File: config.mk
export PLATFORM = sky130hd
export DESIGN_NAME = cfgport_master
export DESIGN_NICKNAME = d
export VERILOG_FILES = /design/src/rtl/cfgport_pkg.sv /design/src/rtl/cfgport_span.sv /design/src/rtl/cfgport_seq.sv /design/src/rtl/cfgport_portio.sv /design/src/rtl/cfgport_master.sv
export SDC_FILE = /design/constraint.sdc
export NUM_CORES = 1
export LEC_CHECK = 0
export ABC_AREA = 1
export CAP_MARGIN = 20
export CORE_MARGIN = 2
export CORE_UTILIZATION = 60
export CTS_CLUSTER_DIAMETER = 80
export DETAILED_ROUTE_END_ITERATION = 16
export DONT_BUFFER_PORTS = 1
export GPL_ROUTABILITY_DRIVEN = 0
export PLACE_DENSITY = 0.76
export SYNTH_ARGS = -nofsm -noshare
export SYNTH_HDL_FRONTEND = slang
export SYNTH_SLANG_ARGS = --single-unit
File: constraint.sdc
create_clock -name clk -period 1.6 [get_ports clk]
set_clock_uncertainty 0.05 [all_clocks]
set_input_delay 0.32 -clock clk [delete_from_list [all_inputs] [get_ports clk]]
set_output_delay 0.32 -clock clk [all_outputs]
set_load 0.02 [all_outputs]
File: src/rtl/cfgport_pkg.sv
package cfgport_pkg;

  typedef enum logic [2:0] {
    PH_IDLE    = 3'd0,
    PH_STROBE  = 3'd1,
    PH_WAIT    = 3'd2,
    PH_RECOVER = 3'd3,
    PH_GAP     = 3'd4
  } phase_e;

  function automatic int unsigned max3(input int unsigned a, input int unsigned b,
                                       input int unsigned c);
    int unsigned m;
    m = (a > b) ? a : b;
    return (m > c) ? m : c;
  endfunction

  function automatic int unsigned count_bits(input int unsigned v);
    return (v < 2) ? 1 : $clog2(v + 1);
  endfunction

  function automatic logic limit_hit(input int unsigned cnt, input int unsigned lim);
    return cnt >= lim;
  endfunction

  // cycle (enable cycle = 0) in which the error completion appears
  function automatic int unsigned hang_report_cycle(input int unsigned tmo,
                                                    input int unsigned pulse,
                                                    input int unsigned gap);
    return tmo + pulse + gap + 1;
  endfunction

endpackage

File: src/rtl/cfgport_span.sv
module cfgport_span
  import cfgport_pkg::*;
#(
  parameter int unsigned MAXV = 500,
  parameter int unsigned CW   = count_bits(MAXV)
) (
  input  logic          clk,
  input  logic          rst,
  input  logic          restart,
  input  logic          advance,
  output logic [CW-1:0] count
);

  always_ff @(posedge clk) begin
    if (rst) begin
      count <= '0;
    end else if (restart) begin
      count <= CW'(1);
    end else if (advance && (count != CW'(MAXV))) begin
      count <= count + CW'(1);
    end
  end

  assert_span_bound_R7: assert property (@(posedge clk) disable iff (rst)
    32'(count) <= MAXV);

endmodule

File: src/rtl/cfgport_seq.sv
module cfgport_seq
  import cfgport_pkg::*;
#(
  parameter int unsigned TIMEOUT = 500,
  parameter int unsigned PULSE   = 4,
  parameter int unsigned GAP     = 2,
  parameter int unsigned CW      = 9
) (
  input  logic          clk,
  input  logic          rst,
  input  logic          req_fire,
  input  logic          port_rdy,
  input  logic [CW-1:0] count,
  output phase_e        phase,
  output logic          restart,
  output logic          advance,
  output logic          ev_resp,
  output logic          ev_report
);

  phase_e phase_n;

  always_comb begin
    phase_n   = phase;
    restart   = 1'b0;
    advance   = 1'b0;
    ev_resp   = 1'b0;
    ev_report = 1'b0;
    unique case (phase)
      PH_IDLE: begin
        if (req_fire) phase_n = PH_STROBE;
      end
      PH_STROBE: begin
        phase_n = PH_WAIT;
        restart = 1'b1;
      end
      PH_WAIT: begin
        if (port_rdy) begin
          ev_resp = 1'b1;
          phase_n = PH_IDLE;
        end else if (limit_hit(32'(count), TIMEOUT)) begin
          phase_n = PH_RECOVER;
          restart = 1'b1;
        end else begin
          advance = 1'b1;
        end
      end
      PH_RECOVER: begin
        if (limit_hit(32'(count), PULSE)) begin
          phase_n = PH_GAP;
          restart = 1'b1;
        end else begin
          advance = 1'b1;
        end
      end
      PH_GAP: begin
        if (limit_hit(32'(count), GAP)) begin
          ev_report = 1'b1;
          phase_n   = PH_IDLE;
        end else begin
          advance = 1'b1;
        end
      end
      default: phase_n = PH_IDLE;
    endcase
  end

  always_ff @(posedge clk) begin
    if (rst) phase <= PH_IDLE;
    else     phase <= phase_n;
  end

  assert_strobe_leads_wait_R2: assert property (@(posedge clk) disable iff (rst)
    (phase == PH_STROBE) |=> (phase == PH_WAIT));

  assert_recover_from_wait_R7: assert property (@(posedge clk) disable iff (rst)
    (phase == PH_RECOVER && $past(phase) != PH_RECOVER) |-> ($past(phase) == PH_WAIT));

  assert_gap_after_recover_R8: assert property (@(posedge clk) disable iff (rst)
    (phase == PH_GAP && $past(phase) != PH_GAP) |-> ($past(phase) == PH_RECOVER));

endmodule

File: src/rtl/cfgport_portio.sv
module cfgport_portio
  import cfgport_pkg::*;
#(
  parameter int unsigned ADDR_W = 11,
  parameter int unsigned DATA_W = 16
) (
  input  logic              clk,
  input  logic              rst,
  input  phase_e            phase,
  input  logic              req_fire,
  input  logic              req_write,
  input  logic [ADDR_W-1:0] req_addr,
  input  logic [DATA_W-1:0] req_wdata,
  input  logic              ev_resp,
  input  logic              ev_report,
  input  logic [DATA_W-1:0] port_rdata,
  output logic              port_en,
  output logic              port_we,
  output logic [ADDR_W-1:0] port_addr,
  output logic [DATA_W-1:0] port_wdata,
  output logic              port_rst,
  output logic              done,
  output logic              err,
  output logic [DATA_W-1:0] rdata
);

  logic wr_q;

  always_ff @(posedge clk) begin
    if (rst) begin
      wr_q       <= 1'b0;
      port_addr  <= '0;
      port_wdata <= '0;
    end else if (req_fire) begin
      wr_q       <= req_write;
      port_addr  <= req_addr;
      port_wdata <= req_wdata;
    end
  end

  assign port_en  = (phase == PH_STROBE);
  assign port_we  = port_en && wr_q;
  assign port_rst = (phase == PH_RECOVER);

  always_ff @(posedge clk) begin
    if (rst) begin
      done  <= 1'b0;
      err   <= 1'b0;
      rdata <= '0;
    end else begin
      done <= ev_resp || ev_report;
      if (ev_resp) begin
        err   <= 1'b0;
        rdata <= wr_q ? '0 : port_rdata;
      end else if (ev_report) begin
        err   <= 1'b1;
        rdata <= '0;
      end
    end
  end

  assert_we_inside_en_R3: assert property (@(posedge clk) disable iff (rst)
    port_we |-> port_en);

  assert_done_pulse_R5: assert property (@(posedge clk) disable iff (rst)
    done |=> !done);

  assert_error_zero_data_R8: assert property (@(posedge clk) disable iff (rst)
    (done && err) |-> (rdata == '0));

  assert_rst_excludes_en_R7: assert property (@(posedge clk) disable iff (rst)
    port_rst |-> !port_en);

endmodule

File: src/rtl/cfgport_master.sv
module cfgport_master
  import cfgport_pkg::*;
#(
  parameter int unsigned ADDR_W      = 11,
  parameter int unsigned DATA_W      = 16,
  parameter int unsigned TIMEOUT_CYC = 500,
  parameter int unsigned RST_CYC     = 4,
  parameter int unsigned RST_GAP     = 2
) (
  input  logic              clk,
  input  logic              rst,
  input  logic              req_valid,
  input  logic              req_write,
  input  logic [ADDR_W-1:0] req_addr,
  input  logic [DATA_W-1:0] req_wdata,
  output logic              req_ready,
  output logic              done,
  output logic              err,
  output logic [DATA_W-1:0] rdata,
  output logic              port_en,
  output logic              port_we,
  output logic [ADDR_W-1:0] port_addr,
  output logic [DATA_W-1:0] port_wdata,
  input  logic              port_rdy,
  input  logic [DATA_W-1:0] port_rdata,
  output logic              port_rst
);

  localparam int unsigned SPAN_MAX = max3(TIMEOUT_CYC, RST_CYC, RST_GAP);
  localparam int unsigned CW       = count_bits(SPAN_MAX);

  // named internal events
  phase_e        phase;
  logic [CW-1:0] count;
  logic          restart;
  logic          advance;
  logic          ev_resp;
  logic          ev_report;
  logic          req_fire;

  assign req_ready = (phase == PH_IDLE);
  assign req_fire  = req_valid && req_ready;

  cfgport_span #(
    .MAXV (SPAN_MAX),
    .CW   (CW)
  ) u_span (
    .clk     (clk),
    .rst     (rst),
    .restart (restart),
    .advance (advance),
    .count   (count)
  );

  cfgport_seq #(
    .TIMEOUT (TIMEOUT_CYC),
    .PULSE   (RST_CYC),
    .GAP     (RST_GAP),
    .CW      (CW)
  ) u_seq (
    .clk       (clk),
    .rst       (rst),
    .req_fire  (req_fire),
    .port_rdy  (port_rdy),
    .count     (count),
    .phase     (phase),
    .restart   (restart),
    .advance   (advance),
    .ev_resp   (ev_resp),
    .ev_report (ev_report)
  );

  cfgport_portio #(
    .ADDR_W (ADDR_W),
    .DATA_W (DATA_W)
  ) u_portio (
    .clk        (clk),
    .rst        (rst),
    .phase      (phase),
    .req_fire   (req_fire),
    .req_write  (req_write),
    .req_addr   (req_addr),
    .req_wdata  (req_wdata),
    .ev_resp    (ev_resp),
    .ev_report  (ev_report),
    .port_rdata (port_rdata),
    .port_en    (port_en),
    .port_we    (port_we),
    .port_addr  (port_addr),
    .port_wdata (port_wdata),
    .port_rst   (port_rst),
    .done       (done),
    .err        (err),
    .rdata      (rdata)
  );

  assert_accept_strobes_R1: assert property (@(posedge clk) disable iff (rst)
    (req_valid && req_ready) |=> port_en);

  assert_single_strobe_R2: assert property (@(posedge clk) disable iff (rst)
    port_en |=> !port_en);

  assert_no_issue_busy_R4: assert property (@(posedge clk) disable iff (rst)
    (phase == PH_WAIT || phase == PH_RECOVER || phase == PH_GAP) |=> !port_en);

  assert_stray_ready_R6: assert property (@(posedge clk) disable iff (rst)
    (phase == PH_IDLE || phase == PH_STROBE || phase == PH_RECOVER) |=> !done);

  assert_timeout_entry_R7: assert property (@(posedge clk) disable iff (rst)
    $rose(port_rst) |-> ($past(phase) == PH_WAIT && 32'($past(count)) == TIMEOUT_CYC));

  assert_reset_quiet_R9: assert property (@(posedge clk)
    rst |=> (!port_en && !port_we && !port_rst && !done && req_ready));

endmodule

==> flow_summary.toml <==
[die]
die_w_um = 68.7
rows = 23
io_pins = 97
die-area_um2 = 4710
core_um2 = 4000
start_util_pct = 62.7
fp.dieH_um = 68.7

[critical_path]
critPathArrivalTime_ps = 1240
path_max_fanout = 5
endpoint_kind = "output pin"
path_common_cell = "buf_4"
ff2ff_path_depth = 7
crit_path_start_kind = "flip-flop"
critPathKind = "flip-flop to output pin"
crit_path_cell_trace = "buf_4, nor2_4, inv_2, nor2_2, buf_4"
critical_path_depth = 5
worstPathRequired_ps = 1230
crit_path_max_incr_delay_ps = 360
crit_slowest_cell = "dfxtp_4"
crit_family = "flip-flops"
critPathBufInv = 3

[drt]
post_drt_wl_per_cell_um = 14.3
wirelength_um = 5640
drc_errors = 0
drt_pass1_iterations = 5
antenna_left = 0
drt-vias-per-instance = 5.45
drtIter0Drc = 121
vias = 2146

[synth]
yosys.cell_types.count = 27
ys.flop_type = "dfxtp_1"
seq_area_frac_synth_pct = 46.3
yosys_warnings = 0
syn_nets = 380
synth_edf_count = 0
syn_area_per_cell_um2 = 7.60
async_reset_ff_share_pct = 0
synth_area_um2 = 2510
ys_seq_elements = 58
syn-instance-count = 330

[timing]
slew_violations = 0
relSlewSlack_pct = 29.0
worstMarginPinSlew_ps = 1060
fin_crit_ps = 1610
setup_tns_ps = -5.94
period_share_pct = 100
fmax_ghz = 0.623
final_hold_viol_count = 0
rsz0062_at_grt = "true"
setup_violations = 1
finalWorstSetupSlack_ps = -5.94

[status]
status = "finished with violations"
violations = "negative setup slack"

[power_and_ir_drop]
peakVddDrop_v = 0.000988
total_power_mw = 4.51
pwr-share-seq_pct = 46.3
p_int_mw = 2.92
combPwrFrac_pct = 22.6
switching_share_pct = 35.3
p_clk_share_pct = 31.1
power_switching_mw = 1.59
p_per_area_nw_per_um2 = 1580
p_leak_nw = 1.11

[clock_network]
numCtsBuffers = 9
clock-sinks = 58
path_clk_slew_ps = 60
cts_root_buf = "clkbuf_8"
clock_path_buffers = 2
clkLatencyLatePin_ps = 330
cts_tree = "built"
htree_num_levels = 3

[cells_and_area]
final_core_util_pct = 71.3
diodes = 0
design_area_um2 = 2850
drive_gt1_share_pct = 16.3
nets = 390
area_growth_pct = 13.6

[hold_path]
hp-class = "primary input to flip-flop"
whs_path_depth = 1

[global_route]
grt_pass1_vias = 1925
antenna_found_initial = 0
grt_pass1_wl_um = 8420
grt_use_total_pct = 24.6
grt_max_degree = 31
gr-total-overflow = 0

[placed_design]
dp_hpwl_um = 3660
dp_slack_ps = 120
portBuffers = 0
postPlaceCellArea_um2 = 2530

[job]
maxCapViolations = 0
## sequential cells by signal, indices dropped and copies added, names as in the netlist
register / count
u_portio.port_wdata: 16
u_portio.rdata: 16
u_portio.port_addr: 11
u_span.count: 9
u_seq.phase: 3
u_portio.done: 1
u_portio.err: 1
u_portio.wr_q: 1
## stage by stage
step                cells  hold slack (ps)
finish                394             7.87
global route          394             2.51
CTS                   388            0.380
detailed placement    371              344
global placement      371              342
floorplan             330              409
## layout by cell type, fill, tap and decap left out
cell type / synthesis / layout
nand2_1: 92 / 91
dfxtp_1: 58 / 56
a21oi_1: 49 / 49
nand3_1: 35 / 35
inv_1: 20 / 19
nor2_1: 20 / 18
buf_4: 5 / 10
clkbuf_8: 0 / 9
inv_2: 4 / 5
a21oi_2: 5 / 5
nor2_4: 3 / 4
nor2_2: 3 / 4
nand3_2: 4 / 4
nand3_4: 3 / 3
nor3_1: 4 / 3
o21ai_0: 3 / 3
clkbuf_1: 5 / 3
dlygate4sd3_1: 0 / 3
nand2_4: 1 / 2
xor2_1: 2 / 2
ha_1: 2 / 2
bufinv_16: 0 / 2
nor3_2: 0 / 1
clkinv_1: 1 / 1
nand4_1: 1 / 1
o21ai_1: 1 / 1
nor3_4: 1 / 1
or2_2: 1 / 1
clkinv_2: 0 / 1
dlymetal6s4s_1: 0 / 1
buf_8: 0 / 1
buf_12: 0 / 1
dfxtp_2: 0 / 1
dfxtp_4: 0 / 1
## cell families after synthesis
logic type	Yosys count	share of synthesized area [%]
AO/OA/AOI/OAI	58	12.3
flip-flops	58	46.3
AND/OR/NAND/NOR	168	31.9
XOR/XNOR	2	0.698
buffers and inverters	42	7.78
adder cells (fa/ha/maj)	2	0.997
## worst paths after layout
path,from,end,slack [ps]
hold / removal,rst,u_portio.port_addr[4]$_SDFFE_PP0P_,8
hold reg to reg,u_span.count[7]$_SDFFE_PP0P_,u_span.count[7]$_SDFFE_PP0P_,440
setup / recovery,u_seq.phase[1]$_SDFFE_PP0P_,port_we,-6
setup reg to reg,u_seq.phase[0]$_SDFFE_PP0P_,u_portio.port_addr[5]$_SDFFE_PP0P_,110
## Yosys cell counts, types with 2 or more instances
master	instances	share of area [%]
nand3_2	4	1.6
buf_2	3	0.60
nand2_1	92	14
inv_2	4	0.60
nand3_4	3	2.1
buf_4	5	1.5
nor3_1	4	0.80
nor2_2	3	0.75
clkbuf_1	5	0.75
buf_6	2	0.90
a21oi_2	5	1.7
nand3_1	35	7.0
o21ai_0	3	0.60
dfxtp_1	58	46
xor2_1	2	0.70
buf_1	2	0.30
inv_1	20	3.0
nor2_4	3	1.3
a21oi_1	49	9.8
nor2_1	20	3.0
ha_1	2	1.0
## metal layers
layer | vias up | track usage, % | part of all wire [%]
li1 | 1090 | - | -
met1 | 980 | 28.2 | 42
met2 | 67 | 39.8 | 48
met3 | 9 | 12.5 | 7.8
met4 | 0 | 8.00 | 1.5
met5 | - | 0 | 0
## power groups by stage
stage                     registers, mW  clock network, mW  logic, mW
after global routing               2.12               1.48       1.14
after detailed placement           2.10                  0      0.917
after floorplan                    2.06                  0      0.814
after CTS                          2.08               1.42      0.967
after global placement             2.10                  0      0.890
final                              2.09               1.40       1.02
## area by class of cell
cell class                      count  area (um2)
Multi-Input combinational cell    230        1170
Sequential cell                    58        1170
Inverter                           25        93.8
Clock buffer                       12         135
Clock inverter                      3        65.1
Timing Repair Buffer               16         153
Tap cell                           50        62.6
Fill cell                         332        1150
## timing repair
item / CTS / global route
gates resized for setup: 6 / 6
endpoints found under the setup margin: 3 / 39
buffers inserted: 0 / 4
pin swaps: 0 / 3
hold buffers: 2 / 2
hold endpoints to repair: 30 / 4
cloned: 0 / 0
Power figures use the tool's default switching activity.
